--- config.mk ---
export PLATFORM = sky130hd
export DESIGN_NAME = shadow_copier
export DESIGN_NICKNAME = d
export VERILOG_FILES = /design/src/rtl/shadow_copier_pkg.sv /design/src/rtl/shadow_io_decode.sv /design/src/rtl/shadow_addr_walker.sv /design/src/rtl/shadow_copier.sv
export SDC_FILE = /design/constraint.sdc
export NUM_CORES = 1
export LEC_CHECK = 0
export ABC_CLOCK_PERIOD_IN_PS = 1700
export BUFFER_PORTS_ARGS = -buffer_cell sky130_fd_sc_hd__buf_2
export CORE_MARGIN = 5
export CORE_UTILIZATION = 50
export CTS_BUF_LIST = sky130_fd_sc_hd__clkbuf_4 sky130_fd_sc_hd__clkbuf_8
export CTS_CLUSTER_SIZE = 30
export DETAILED_ROUTE_END_ITERATION = 6
export GPL_ROUTABILITY_DRIVEN = 1
export PLACE_DENSITY = 0.8
export SLEW_MARGIN = 15
export SYNTH_ARGS = -nofsm -noshare
export SYNTH_HDL_FRONTEND = slang
export SYNTH_SLANG_ARGS = --single-unit
--- constraint.sdc ---
create_clock -name clk -period 1.7 [get_ports clk]
set_input_delay 0.085 -clock clk [delete_from_list [all_inputs] [get_ports clk]]
set_output_delay 0.085 -clock clk [all_outputs]
set_load 0.02 [all_outputs]
--- src/rtl/shadow_copier_pkg.sv ---
package shadow_copier_pkg;

  typedef enum logic [1:0] {
    ST_CHECK,
    ST_WAIT,
    ST_FLUSH,
    ST_DONE
  } copy_state_t;

  localparam int IO_TAG_HI_W = 4;
  localparam logic [IO_TAG_HI_W-1:0] IO_TAG_HI = 4'hC;

endpackage

--- src/rtl/shadow_io_decode.sv ---
module shadow_io_decode
  import shadow_copier_pkg::*;
#(
  parameter int ADDR_W = 16,
  parameter int MAP_W  = 4
) (
  input  logic [ADDR_W-1:0] addr,
  input  logic [MAP_W-1:0]  map,
  output logic              is_io
);

  localparam int TAG_W = IO_TAG_HI_W + MAP_W;

  logic [TAG_W-1:0] tag;

  assign tag = addr[ADDR_W-1 -: TAG_W];

  always_comb begin
    is_io = (map != '0) && (tag == {IO_TAG_HI, map});
  end

endmodule

--- src/rtl/shadow_addr_walker.sv ---
module shadow_addr_walker #(
  parameter int ADDR_W = 16
) (
  input  logic              clk,
  input  logic              rst,
  input  logic              step,
  output logic [ADDR_W-1:0] addr,
  output logic              last
);

  always_ff @(posedge clk) begin
    if (rst) begin
      addr <= '0;
    end else if (step) begin
      addr <= addr + 1'b1;
    end
  end

  assign last = &addr;

endmodule

--- src/rtl/shadow_copier.sv ---
module shadow_copier
  import shadow_copier_pkg::*;
#(
  parameter int ADDR_W = 16,
  parameter int DATA_W = 8,
  parameter int MAP_W  = 4
) (
  input  logic              clk,
  input  logic              rst,
  input  logic [MAP_W-1:0]  map_sel,
  output logic              br_req,
  output logic [ADDR_W-1:0] br_addr,
  input  logic [DATA_W-1:0] br_rdata,
  input  logic              br_done,
  output logic              ram_we,
  output logic [ADDR_W-1:0] ram_addr,
  output logic [DATA_W-1:0] ram_wdata,
  output logic              core_rst,
  output logic              busy
);

  copy_state_t       state;
  logic [MAP_W-1:0]  map_q;
  logic [ADDR_W-1:0] cur_addr;
  logic              cur_last;
  logic              cur_io;
  logic              step;

  always_ff @(posedge clk) begin
    if (rst) begin
      map_q <= map_sel;
    end
  end

  shadow_io_decode #(
    .ADDR_W(ADDR_W),
    .MAP_W (MAP_W)
  ) u_decode (
    .addr (cur_addr),
    .map  (map_q),
    .is_io(cur_io)
  );

  always_comb begin
    step = ((state == ST_CHECK) && cur_io) ||
           ((state == ST_WAIT) && br_done);
  end

  shadow_addr_walker #(
    .ADDR_W(ADDR_W)
  ) u_walker (
    .clk (clk),
    .rst (rst),
    .step(step),
    .addr(cur_addr),
    .last(cur_last)
  );

  always_ff @(posedge clk) begin
    if (rst) begin
      state     <= ST_CHECK;
      br_req    <= 1'b0;
      br_addr   <= '0;
      ram_we    <= 1'b0;
      ram_addr  <= '0;
      ram_wdata <= '0;
      busy      <= 1'b1;
      core_rst  <= 1'b1;
    end else begin
      ram_we <= 1'b0;
      case (state)
        ST_CHECK: begin
          if (cur_io) begin
            if (cur_last) state <= ST_FLUSH;
          end else begin
            br_req  <= 1'b1;
            br_addr <= cur_addr;
            state   <= ST_WAIT;
          end
        end
        ST_WAIT: begin
          if (br_done) begin
            br_req    <= 1'b0;
            ram_we    <= 1'b1;
            ram_addr  <= cur_addr;
            ram_wdata <= br_rdata;
            state     <= cur_last ? ST_FLUSH : ST_CHECK;
          end
        end
        ST_FLUSH: begin
          busy     <= 1'b0;
          core_rst <= 1'b0;
          state    <= ST_DONE;
        end
        default: state <= ST_DONE;
      endcase
    end
  end

endmodule

==> reports/metrics.cfg, run 1 <==
[run_status]
result_of_the_run=finished, violations left
failed_checks=negative setup slack

[setup_path]
critPathMaxFanout=14
data_required_time_at_the_worst_endpoint_ns=1.91
timing.critical_path.from_type=flop
setup.worst_path.class=flop to flop
reg2reg_launch_point=map_q[2]$_DFFE_PP_
end_kind=flop
cp.arrival_ns=2.13
critPathLaunch=map_q[2]$_DFFE_PP_

[drt]
vias_after_detailed_routing=2385
first_pass_iters=4
drc_errors=0
viasPerCell=5.28
route.antenna.remaining_nets=0
aggregate_routed_wire_length_um=6830
dr.first_iter.drc_count=160
wl_per_cell_um=15.1

[global_routing]
antenna_found_initial=0
grt_pass1_wl_um=10800
grt_start_max_net_pins=27
overflow=0
groute.usage.overall_pct=21.7
grt_pass1_vias=2273

[synthesis]
synth_edf_count=4
synthCells=285
synth_top_flop_cell=sky130_fd_sc_hd__dfxtp_1
yosys.cell_types.count=37
synth_seq_cells=65
synth_net_count=301
ys_seq_area_share_pct=52.8
async_flop_share_pct=0
post_synth_instance_area_mm2=0.00254
synth.avg_cell_area_um2=8.91
synthesis.yosys.warnings=0

[timing]
rsz0062_at_grt=yes
final.setup_skew_ns=0.0103
worst_pin_slew_ns=0.467
fmax_mhz=522
timing_max_transition_violations_final=0
period_needed_ns=1.92
finalSetupViolations=30
period_share_pct=113
fin_ws_ns=-0.216
timing.slew.headroom_pct=68.9
finalHoldViolCount=0

[cts]
cts_h_tree_depth=3
cts.root.buffer_cell=sky130_fd_sc_hd__clkbuf_8
tritoncts.num_buffers=9
worstSkewPairLatency_ns=0.34
cts_tree=done
clockBufferDepth=2
register_clock_pin_slew_on_the_reported_worst_setup_and_hold_paths_ns=0.07
cts_num_sinks=65

[cells_and_area]
fin_cells=452
final_common_cell=sky130_fd_sc_hd__buf_2
postLayoutCellArea_mm2=0.00360
area.growth.synth_to_final_pct=41.6
most-common-layout-cells=sky130_fd_sc_hd__buf_2 (58), sky130_fd_sc_hd__dfxtp_1 (57), sky130_fd_sc_hd__nand2_1 (53)
insertedDiodeCount=0
nets=394
layout-drive-gt1-share_pct=33.5

[floorplanning]
die_width_um=81.3
num_rows=26
design.die.area_mm2=0.00660
start_util_pct=50.7
core_area_mm2=0.00501
io-pin-count=59
fp.dieH_um=81.3

[power]
power-per-cell-area_mw_per_mm2=933
power.leakage_nw=1.52
power.ir.vdd_worst_mv=0.608

[min_path]
hold_path_startpoint=rst
holdCritPathClass=input port to flop

[placed_design]
place.detailed.instances=420
standard_cell_area_after_detailed_placement_mm2=0.00310
globalplace.congestion=0.805
io_buffer_count=58
place_hpwl_um=4140

[run]
max_cap_viol_count=0

what timing repair did:
item                       4_1_cts  5_1_grt
gates cloned                     2        0
pin swaps                        3        4
resized for setup                6       18
setup buffers                    4        0
hold buffers                    12        0
setup endpoints to repair       31       57
hold endpoints to repair        12        0
worst paths after layout:
| path | end | cells after the start | slack, ns |
|---|---|---|---|
| setup / recovery | u_walker.addr[12]$_SDFFE_PP0P_ | 7 | -0.22 |
| hold / removal | br_addr[10]$_SDFFE_PP0P_ | 2 | 0.12 |
| setup reg to reg | u_walker.addr[12]$_SDFFE_PP0P_ | 7 | -0.22 |
| hold reg to reg | ram_addr[5]$_SDFFE_PP0P_ | 2 | 0.45 |
state kept, by name, indices dropped and copies added, names as in the netlist:
register       flops
br_addr           16
map_q              4
u_walker.addr     16
ram_addr          16
busy               1
state              2
ram_wdata          8
br_req             1
ram_we             1
synth_stat cells (2+ instances only):
master / count / area, um^2
sky130_fd_sc_hd__dfxtp_1: 61 / 1220
sky130_fd_sc_hd__nand2_1: 54 / 203
sky130_fd_sc_hd__a21oi_1: 38 / 190
sky130_fd_sc_hd__nor2_1: 21 / 78.8
sky130_fd_sc_hd__mux2i_1: 17 / 170
sky130_fd_sc_hd__clkbuf_1: 14 / 52.6
sky130_fd_sc_hd__o21ai_0: 10 / 50.1
sky130_fd_sc_hd__or3_1: 9 / 56.3
sky130_fd_sc_hd__nand3_1: 8 / 40.0
sky130_fd_sc_hd__and3_1: 4 / 25.0
sky130_fd_sc_hd__edfxtp_1: 4 / 120
sky130_fd_sc_hd__nand2b_1: 4 / 25.0
sky130_fd_sc_hd__or4_1: 4 / 30.0
sky130_fd_sc_hd__buf_2: 3 / 15.0
sky130_fd_sc_hd__buf_4: 3 / 22.5
sky130_fd_sc_hd__inv_1: 3 / 11.3
sky130_fd_sc_hd__nand4_1: 3 / 18.8
sky130_fd_sc_hd__nor2b_1: 3 / 18.8
sky130_fd_sc_hd__o31ai_1: 3 / 22.5
sky130_fd_sc_hd__xnor2_1: 2 / 17.5
layout make-up:
cell class | count | area (um^2)
sequential | 65 | 1350
clock inverter | 2 | 60.1
clock buffer | 13 | 173
fill | 385 | 1410
multi-input combinational | 195 | 1170
tap | 70 | 87.6
inverter | 3 | 11.3
timing repair buffer | 104 | 744
logic make-up after synthesis:
kind of cell,after synthesis,synth area share (%)
XOR/XNOR,3,1.04
flip-flops,65,52.8
buffers and inverters,25,4.63
AND/OR/NAND/NOR,116,21.4
multiplexers,18,7.15
adder cells (fa/ha/maj),1,0.493
AO/OA/AOI/OAI,57,12.5
report_power, final:
part,total [W],switching (W),leakage (nW),internal (W)
clock,0.00152,0.000564,0.119,0.000955
combinational,0.000253,0.000134,0.867,0.000119
sequential,0.00158,0.0000185,0.534,0.00157
total,0.00336,0.000717,1.52,0.00264
per-layer routing:
metal  vias up  wire length (um)  GRT usage [%]
li1       1161                 -              -
met1      1141              2850           26.1
met2        64              3410           35.1
met3        19               397           5.21
met4         0               176           12.7
met5         -                 0              0
through the flow:
stage / power, W / TNS (ns) / setup slack [ns] / hold WS (ns) / util [%]
final: 0.00336 / -2.78 / -0.216 / 0.116 / 71.8
after CTS: 0.00336 / -2.54 / -0.197 / 0.103 / 70.7
after global placement: 0.00181 / -2.45 / -0.214 / 0.262 / 61.9
after global routing: 0.00349 / -6.46 / -0.338 / 0.145 / 71.8
after floorplan: 0.00174 / -1.38 / -0.114 / 0.184 / -
after detailed placement: 0.00181 / -3.25 / -0.270 / 0.263 / 61.9
worst max-delay path, cell delays in order, from the launching register on:
cell	delay (ns)
sky130_fd_sc_hd__edfxtp_1	0.42
sky130_fd_sc_hd__xnor2_1	0.19
sky130_fd_sc_hd__o2111ai_2	0.14
sky130_fd_sc_hd__o41a_1	0.38
sky130_fd_sc_hd__buf_4	0.18
sky130_fd_sc_hd__buf_16	0.15
sky130_fd_sc_hd__o31ai_1	0.24
sky130_fd_sc_hd__a21oi_1	0.10
Power figures use the tool's default switching activity.
==> run 2: changes to the inputs <==
==> constraint.sdc (replaced) <==
create_clock -name clk -period 1.7 [get_ports clk]
set_input_delay 0.255 -clock clk [delete_from_list [all_inputs] [get_ports clk]]
set_output_delay 0.255 -clock clk [all_outputs]
set_load 0.02 [all_outputs]
==> reports/metrics.cfg, run 2 (synthesized netlist as in run 1, its figures left out) <==
[cells_and_area]
layout-drive-gt1-share_pct=34.3  ; +0.81 points
final_common_cell=sky130_fd_sc_hd__buf_2
insertedDiodeCount=0  ; unchanged
nets=384  ; -2.5%
area.growth.synth_to_final_pct=34.8
postLayoutCellArea_mm2=0.00342  ; -4.8%
largestRegisters=br_addr (16), ram_addr (16), u_walker.addr (16)
filler_instances=420  ; +9.1%
most-common-layout-cells=sky130_fd_sc_hd__buf_2 (58), sky130_fd_sc_hd__dfxtp_1 (56), sky130_fd_sc_hd__nand2_1 (54)

[power]
power.leakage_nw=1.47  ; -3.4%
power-per-cell-area_mw_per_mm2=947  ; +1.4%
power.ir.vdd_worst_mv=0.532  ; -13%

[drt]
first_pass_iters=4  ; unchanged
vias_after_detailed_routing=2326  ; -2.5%
drc_errors=0  ; unchanged
dr.first_iter.drc_count=131  ; -18%
viasPerCell=5.25  ; -0.49%
route.antenna.remaining_nets=0  ; unchanged
aggregate_routed_wire_length_um=6390  ; -6.5%
wl_per_cell_um=14.4  ; -4.6%

[cts]
register_clock_pin_slew_on_the_reported_worst_setup_and_hold_paths_ns=0.08  ; about the same
cts_tree=done
clockBufferDepth=2  ; unchanged
cts_h_tree_depth=3  ; unchanged
cts.root.buffer_cell=sky130_fd_sc_hd__clkbuf_8
tritoncts.num_buffers=9  ; unchanged
cts_num_sinks=65  ; unchanged
cts.hold.buffers_added=0  ; -12
worstSkewPairLatency_ns=0.35  ; about the same

[timing]
rsz0062_at_grt=yes
period_needed_ns=1.96  ; +0.0421 ns
holdWs_ns=0.0812  ; -0.0350 ns
fmax_mhz=511  ; -2.1%
timing.slew.headroom_pct=56.3  ; -13 points
worst_pin_slew_ns=0.655  ; +0.189 ns
fin_ws_ns=-0.259  ; -0.0421 ns
finalHoldViolCount=0  ; unchanged
finalSetupViolations=32  ; +6.7%
timing_max_transition_violations_final=0  ; unchanged
period_share_pct=115  ; +2.5 points
final.setup_skew_ns=0.00930  ; -0.00102 ns
setup_tns_ns=-4.42  ; -1.65 ns

[floorplanning]
core_area_mm2=0.00501  ; unchanged
die_width_um=81.3  ; unchanged
num_rows=26  ; unchanged
io-pin-count=59  ; unchanged
fp.dieH_um=81.3  ; unchanged
design.die.area_mm2=0.00660  ; unchanged
start_util_pct=50.7  ; unchanged

[setup_path]
setup.worst_path.class=flop to flop
cp.arrival_ns=2.20  ; +0.07 ns
data_required_time_at_the_worst_endpoint_ns=1.94  ; +0.03 ns
timing.critical_path.from_type=flop
end_kind=flop
critPathMaxFanout=7  ; -7

[global_routing]
grt_pass1_wl_um=9950  ; -7.9%
grt_pass1_vias=2117  ; -6.9%
antenna_found_initial=0  ; unchanged
grt_start_max_net_pins=34  ; +26%
groute.usage.overall_pct=20.2  ; -1.5 points
overflow=0  ; unchanged

[run_status]
failed_checks=negative setup slack
result_of_the_run=finished, violations left

[placed_design]
globalplace.congestion=0.774  ; -3.8%
io_buffer_count=58  ; unchanged
standard_cell_area_after_detailed_placement_mm2=0.00312  ; +0.73%
place_hpwl_um=4270  ; +3.2%

[min_path]
holdCritPathClass=input port to flop

[run]
max_cap_viol_count=0  ; unchanged

[run 2: cell types whose count changed in the layout (fill, tap and decap cells not counted), moves of 2 or more]
| cell | previous run | this run |
|---|---|---|
| sky130_fd_sc_hd__clkbuf_8 | 12 | 9 |
| sky130_fd_sc_hd__mux2i_1 | 15 | 17 |
| sky130_fd_sc_hd__o21ai_1 | 4 | 1 |
| sky130_fd_sc_hd__clkinv_2 | 0 | 2 |
| sky130_fd_sc_hd__clkinv_4 | 0 | 2 |
| sky130_fd_sc_hd__dlygate4sd3_1 | 12 | 0 |
| sky130_fd_sc_hd__buf_4 | 28 | 31 |
| sky130_fd_sc_hd__o21ai_0 | 5 | 8 |
[run 2: final cells by class]
cell class | count | area [um^2] | share of cell area, %
clock buffers | 9 | 124 | 3.62
clock inverters | 7 | 95.1 | 2.78
inverters | 3 | 11.3 | 0.329
multi-input cells | 195 | 1140 | 33.2
flip-flops and latches | 65 | 1350 | 39.4
well taps | 70 | 87.6 | 2.56
repair buffers | 94 | 619 | 18.1
[run 2: metal layers]
metal  up-vias  GRT usage, %  part of all wire, %
li1       1144             -                    -
met1      1107          24.7                   43
met2        63          31.9                   49
met3        12          5.54                  5.9
met4         0          11.7                  2.0
met5         -             0                    0
[run 2: through the flow]
step / worst slack [ns] / std cells / total power, W / utilization [%]
2_1_floorplan: -0.114 / 285 / 0.00174 / -
3_3_place_gp: -0.207 / 423 / 0.00181 / 62.3
3_5_place_dp: -0.279 / 423 / 0.00182 / 62.3
4_1_cts: -0.210 / 440 / 0.00324 / 67.0
5_1_grt: -0.332 / 443 / 0.00335 / 68.3
6_report: -0.259 / 443 / 0.00324 / 68.3
[run 2: what timing repair did]
item,in CTS,in global routing
gates resized for setup,5,8
buffers inserted,1,1
setup endpoints to repair,31,58
cloned,0,2
pin swaps,4,2
[run 2: power breakdown]
| part | total, W | internal (W) | switching [W] |
|---|---|---|---|
| combinational | 0.000217 | 0.0000912 | 0.000126 |
| sequential | 0.00158 | 0.00156 | 0.0000160 |
| clock | 0.00145 | 0.000824 | 0.000622 |
| total | 0.00324 | 0.00248 | 0.000763 |
[run 2: path summary, 6_finish.rpt]
path / endpoint / startpoint / depth (start not counted) / slack (ns)
setup / recovery: u_walker.addr[1]$_SDFFE_PP0P_ / u_walker.addr[8]$_SDFFE_PP0P_ / 7 / -0.26
hold / removal: map_q[3]$_DFFE_PP_ / map_sel[3] / 1 / 0.08
setup reg to reg: u_walker.addr[1]$_SDFFE_PP0P_ / u_walker.addr[8]$_SDFFE_PP0P_ / 7 / -0.26
hold reg to reg: ram_addr[6]$_SDFFE_PP0P_ / ram_addr[6]$_SDFFE_PP0P_ / 2 / 0.45
[run 2: critical path, stage by stage (launching register included)]
cell                        delay (ns)
sky130_fd_sc_hd__dfxtp_2          0.34
sky130_fd_sc_hd__or4_1            0.52
sky130_fd_sc_hd__nand4_1          0.17
sky130_fd_sc_hd__o41a_1           0.27
sky130_fd_sc_hd__buf_4            0.17
sky130_fd_sc_hd__clkbuf_16        0.14
sky130_fd_sc_hd__mux2i_1          0.18
sky130_fd_sc_hd__nor2_1           0.05
==> run 3: changes to the inputs <==
ABC_AREA = 1   (was unset)
BUFFER_PORTS_ARGS = unset   (was -buffer_cell sky130_fd_sc_hd__buf_2)
CORE_UTILIZATION = 59   (was 50)
DONT_BUFFER_PORTS = 1   (was unset)
SYNTH_HIERARCHICAL = 1   (was unset)
==> reports/metrics.cfg, run 3 <==
[power]
power.ir.vdd_worst_mv=0.569  ; +6.9%
power.leakage_nw=1.38  ; -6.0%
power-per-cell-area_mw_per_mm2=915  ; -3.4%

[synthesis]
synth.top_cells.by_count=sky130_fd_sc_hd__nand2_1 (73), sky130_fd_sc_hd__nor2_1 (62), sky130_fd_sc_hd__dfxtp_1 (61), sky130_fd_sc_hd__nand3_1 (32), sky130_fd_sc_hd__a21oi_1 (30)
ys_seq_area_share_pct=48.3  ; -4.5 points
synth.avg_cell_area_um2=7.59  ; -15%
synthDominantAreaCellType=sky130_fd_sc_hd__dfxtp_1
synthCells=366  ; +28%
synth_top_flop_cell=sky130_fd_sc_hd__dfxtp_1
synthesis.yosys.warnings=6  ; +6
synthDominantCellAreaShare_pct=44.0  ; -4.1 points
synth_net_count=382  ; +27%
synth_edf_count=4  ; unchanged
synth_seq_cells=65  ; unchanged
async_flop_share_pct=0  ; unchanged
synthMostInstantiatedCell=sky130_fd_sc_hd__nand2_1
yosys.cell_types.count=30  ; -19%
synth.top_cells.by_area=sky130_fd_sc_hd__dfxtp_1 (44%), sky130_fd_sc_hd__nand2_1 (9.9%), sky130_fd_sc_hd__nor2_1 (8.4%), sky130_fd_sc_hd__nand3_1 (5.8%), sky130_fd_sc_hd__a21oi_1 (5.4%)
post_synth_instance_area_mm2=0.00278  ; +9.4%

[cells_and_area]
most-common-layout-cells=sky130_fd_sc_hd__nand2_1 (69), sky130_fd_sc_hd__dfxtp_1 (59), sky130_fd_sc_hd__nor2_1 (44)
nets=420  ; +9.4%
final_common_cell=sky130_fd_sc_hd__nand2_1
fin_cells=462  ; +4.3%
area.growth.synth_to_final_pct=24.2
largestRegisters=br_addr (16), ram_addr (16), u_walker/addr (16)
layout-drive-gt1-share_pct=24.8  ; -9.6 points
insertedDiodeCount=0  ; unchanged
postLayoutCellArea_mm2=0.00345  ; +0.69%

[setup_path]
data_required_time_at_the_worst_endpoint_ns=1.94  ; about the same
end_kind=flop
setup.worst_path.class=flop to flop
cp.arrival_ns=2.05  ; -0.15 ns
reg2regPathDepth=15  ; +8
timing.critical_path.from_type=flop
critPathMaxFanout=6  ; -1

[run_status]
failed_checks=negative setup slack
result_of_the_run=finished, violations left

[placed_design]
globalplace.congestion=0.908  ; +17%
place.detailed.instances=423  ; unchanged
place_hpwl_um=4380  ; +2.5%
standard_cell_area_after_detailed_placement_mm2=0.00288  ; -7.8%
io_buffer_count=0  ; -100%
preCtsSetupSlack_ns=-0.0500  ; +0.229 ns

[cts]
cts.root.buffer_cell=sky130_fd_sc_hd__clkbuf_8
cts_h_tree_depth=3  ; unchanged
worstSkewPairLatency_ns=0.34  ; about the same
clockBufferDepth=2  ; unchanged
tritoncts.num_buffers=9  ; unchanged
register_clock_pin_slew_on_the_reported_worst_setup_and_hold_paths_ns=0.07  ; about the same
cts_tree=done
cts_num_sinks=65  ; unchanged

[timing]
timing.slew.headroom_pct=71.4  ; +15 points
period_needed_ns=1.81  ; -0.145 ns
finalSetupViolations=12  ; -63%
fin_ws_ns=-0.114  ; +0.145 ns
worst_pin_slew_ns=0.429  ; -0.226 ns
timing_max_transition_violations_final=0  ; unchanged
final.setup_skew_ns=0.00762  ; -0.00168 ns
rsz0062_at_grt=yes
fmax_mhz=551  ; +8.0%
period_share_pct=107  ; -8.5 points
finalHoldViolCount=0  ; unchanged

[drt]
first_pass_iters=5  ; +1
vias_after_detailed_routing=2522  ; +8.4%
wl_per_cell_um=15.6  ; +7.8%
viasPerCell=5.46  ; +4.0%
route.antenna.remaining_nets=0  ; unchanged
dr.first_iter.drc_count=215  ; +64%
aggregate_routed_wire_length_um=7190  ; +12%
drc_errors=0  ; unchanged

[floorplanning]
fp.dieH_um=78.6  ; -3.3%
core_area_mm2=0.00466  ; -7.0%
num_rows=25  ; -3.8%
start_util_pct=59.6  ; +8.9 points
die_width_um=78.6  ; -3.3%
io-pin-count=59  ; unchanged
design.die.area_mm2=0.00618  ; -6.4%

[global_routing]
grt_pass1_vias=2422  ; +14%
grt_start_max_net_pins=44  ; +29%
antenna_found_initial=0  ; unchanged
overflow=0  ; unchanged
grt_pass1_wl_um=10600  ; +6.3%
groute.usage.overall_pct=22.4  ; +2.2 points

[min_path]
worst_hold_path.num_cells=0  ; -1
holdCritPathClass=input port to flop

[run]
max_cap_viol_count=0  ; unchanged

[run 3: cell count changes in the layout (fill, tap and decap cells not counted), sizes merged, moves of 4 or more]
cell,delta
nand2,+26
nand3,+24
o21ai,+12
nand2b,-4
a21oi,-8
or4,-4
nor3,+5
inv,+30
buf,-64
dlygate4sd3,+14
mux2i,-17
or3,-9
nor2,+51
[run 3: layout make-up]
class	instances	area [um^2]
sequential	65	1340
multi-input combinational	252	1340
fill	362	1210
timing repair buffer	43	400
clock buffer	11	145
inverter	33	134
tap	54	67.6
clock inverter	4	20.0
[run 3: power breakdown]
group,switching (W),total [W],internal (W)
logic,0.000178,0.000308,0.000130
registers,0.000109,0.00171,0.00160
clock network,0.000568,0.00113,0.000566
total,0.000855,0.00315,0.00230
[run 3: worst paths after layout]
kind              slack, ns                        endpoint                   from
setup reg to reg      -0.11  u_walker/addr[13]$_SDFFE_PP0P_     map_q[1]$_DFFE_PP_
hold / removal         0.03              map_q[1]$_DFFE_PP_                    rst
setup / recovery      -0.11  u_walker/addr[13]$_SDFFE_PP0P_     map_q[1]$_DFFE_PP_
hold reg to reg        0.54               busy$_SDFFE_PP1N_  state[0]$_SDFFE_PP0P_
[run 3: metrics by stage]
stage	util (%)	hold WS [ns]	setup TNS, ns	total power [W]
final	74.0	0.0284	-0.583	0.00315
after global routing	74.0	0.00464	-3.83	0.00328
after CTS	69.3	-0.0349	-0.00583	0.00307
after detailed placement	61.7	0.333	-0.123	0.00193
after global placement	61.7	0.331	0	0.00192
after floorplan	-	0.354	0	0.00191
[run 3: what timing repair did]
item | in CTS | in global routing
pin swaps | 3 | 12
resized for setup | 5 | 54
buffers inserted | 4 | 6
hold endpoints to repair | 40 | 26
hold buffers | 14 | 1
setup endpoints to repair | 4 | 42
[run 3: cell families (layout without fill, tap and decap cells)]
group / Yosys count / after routing / share of synthesized area [%]
compound gates: 53 / 53 / 9.64
fa+ha+maj: 1 / 1 / 0.451
xor+xnor: 2 / 2 / 0.631
buf+inv: 49 / 91 / 8.38
flops: 65 / 65 / 48.3
simple gates: 196 / 196 / 32.6
[run 3: worst max-delay path: stages (launching register included)]
cell,delay (ns)
sky130_fd_sc_hd__edfxtp_1,0.39
sky130_fd_sc_hd__inv_1,0.07
sky130_fd_sc_hd__nand2_1,0.07
sky130_fd_sc_hd__nand2_1,0.06
sky130_fd_sc_hd__nor2_1,0.12
sky130_fd_sc_hd__nand3_1,0.12
sky130_fd_sc_hd__nor2_2,0.13
sky130_fd_sc_hd__nand2_2,0.09
sky130_fd_sc_hd__nand2_4,0.13
sky130_fd_sc_hd__nand2_2,0.08
sky130_fd_sc_hd__inv_2,0.09
sky130_fd_sc_hd__nand2_4,0.09
sky130_fd_sc_hd__nor2_4,0.10
sky130_fd_sc_hd__nand3_1,0.07
sky130_fd_sc_hd__nand2_1,0.07
sky130_fd_sc_hd__nor2_1,0.04
[run 3: metal layers]
layer / vias up / GRT usage, % / share of wire (%) / wire (um)
li1: 1248 / - / - / -
met1: 1176 / 25.1 / 40 / 2860
met2: 83 / 37.0 / 52 / 3730
met3: 15 / 7.57 / 6.5 / 470
met4: 0 / 12.4 / 1.8 / 130
met5: - / 0 / 0 / 0
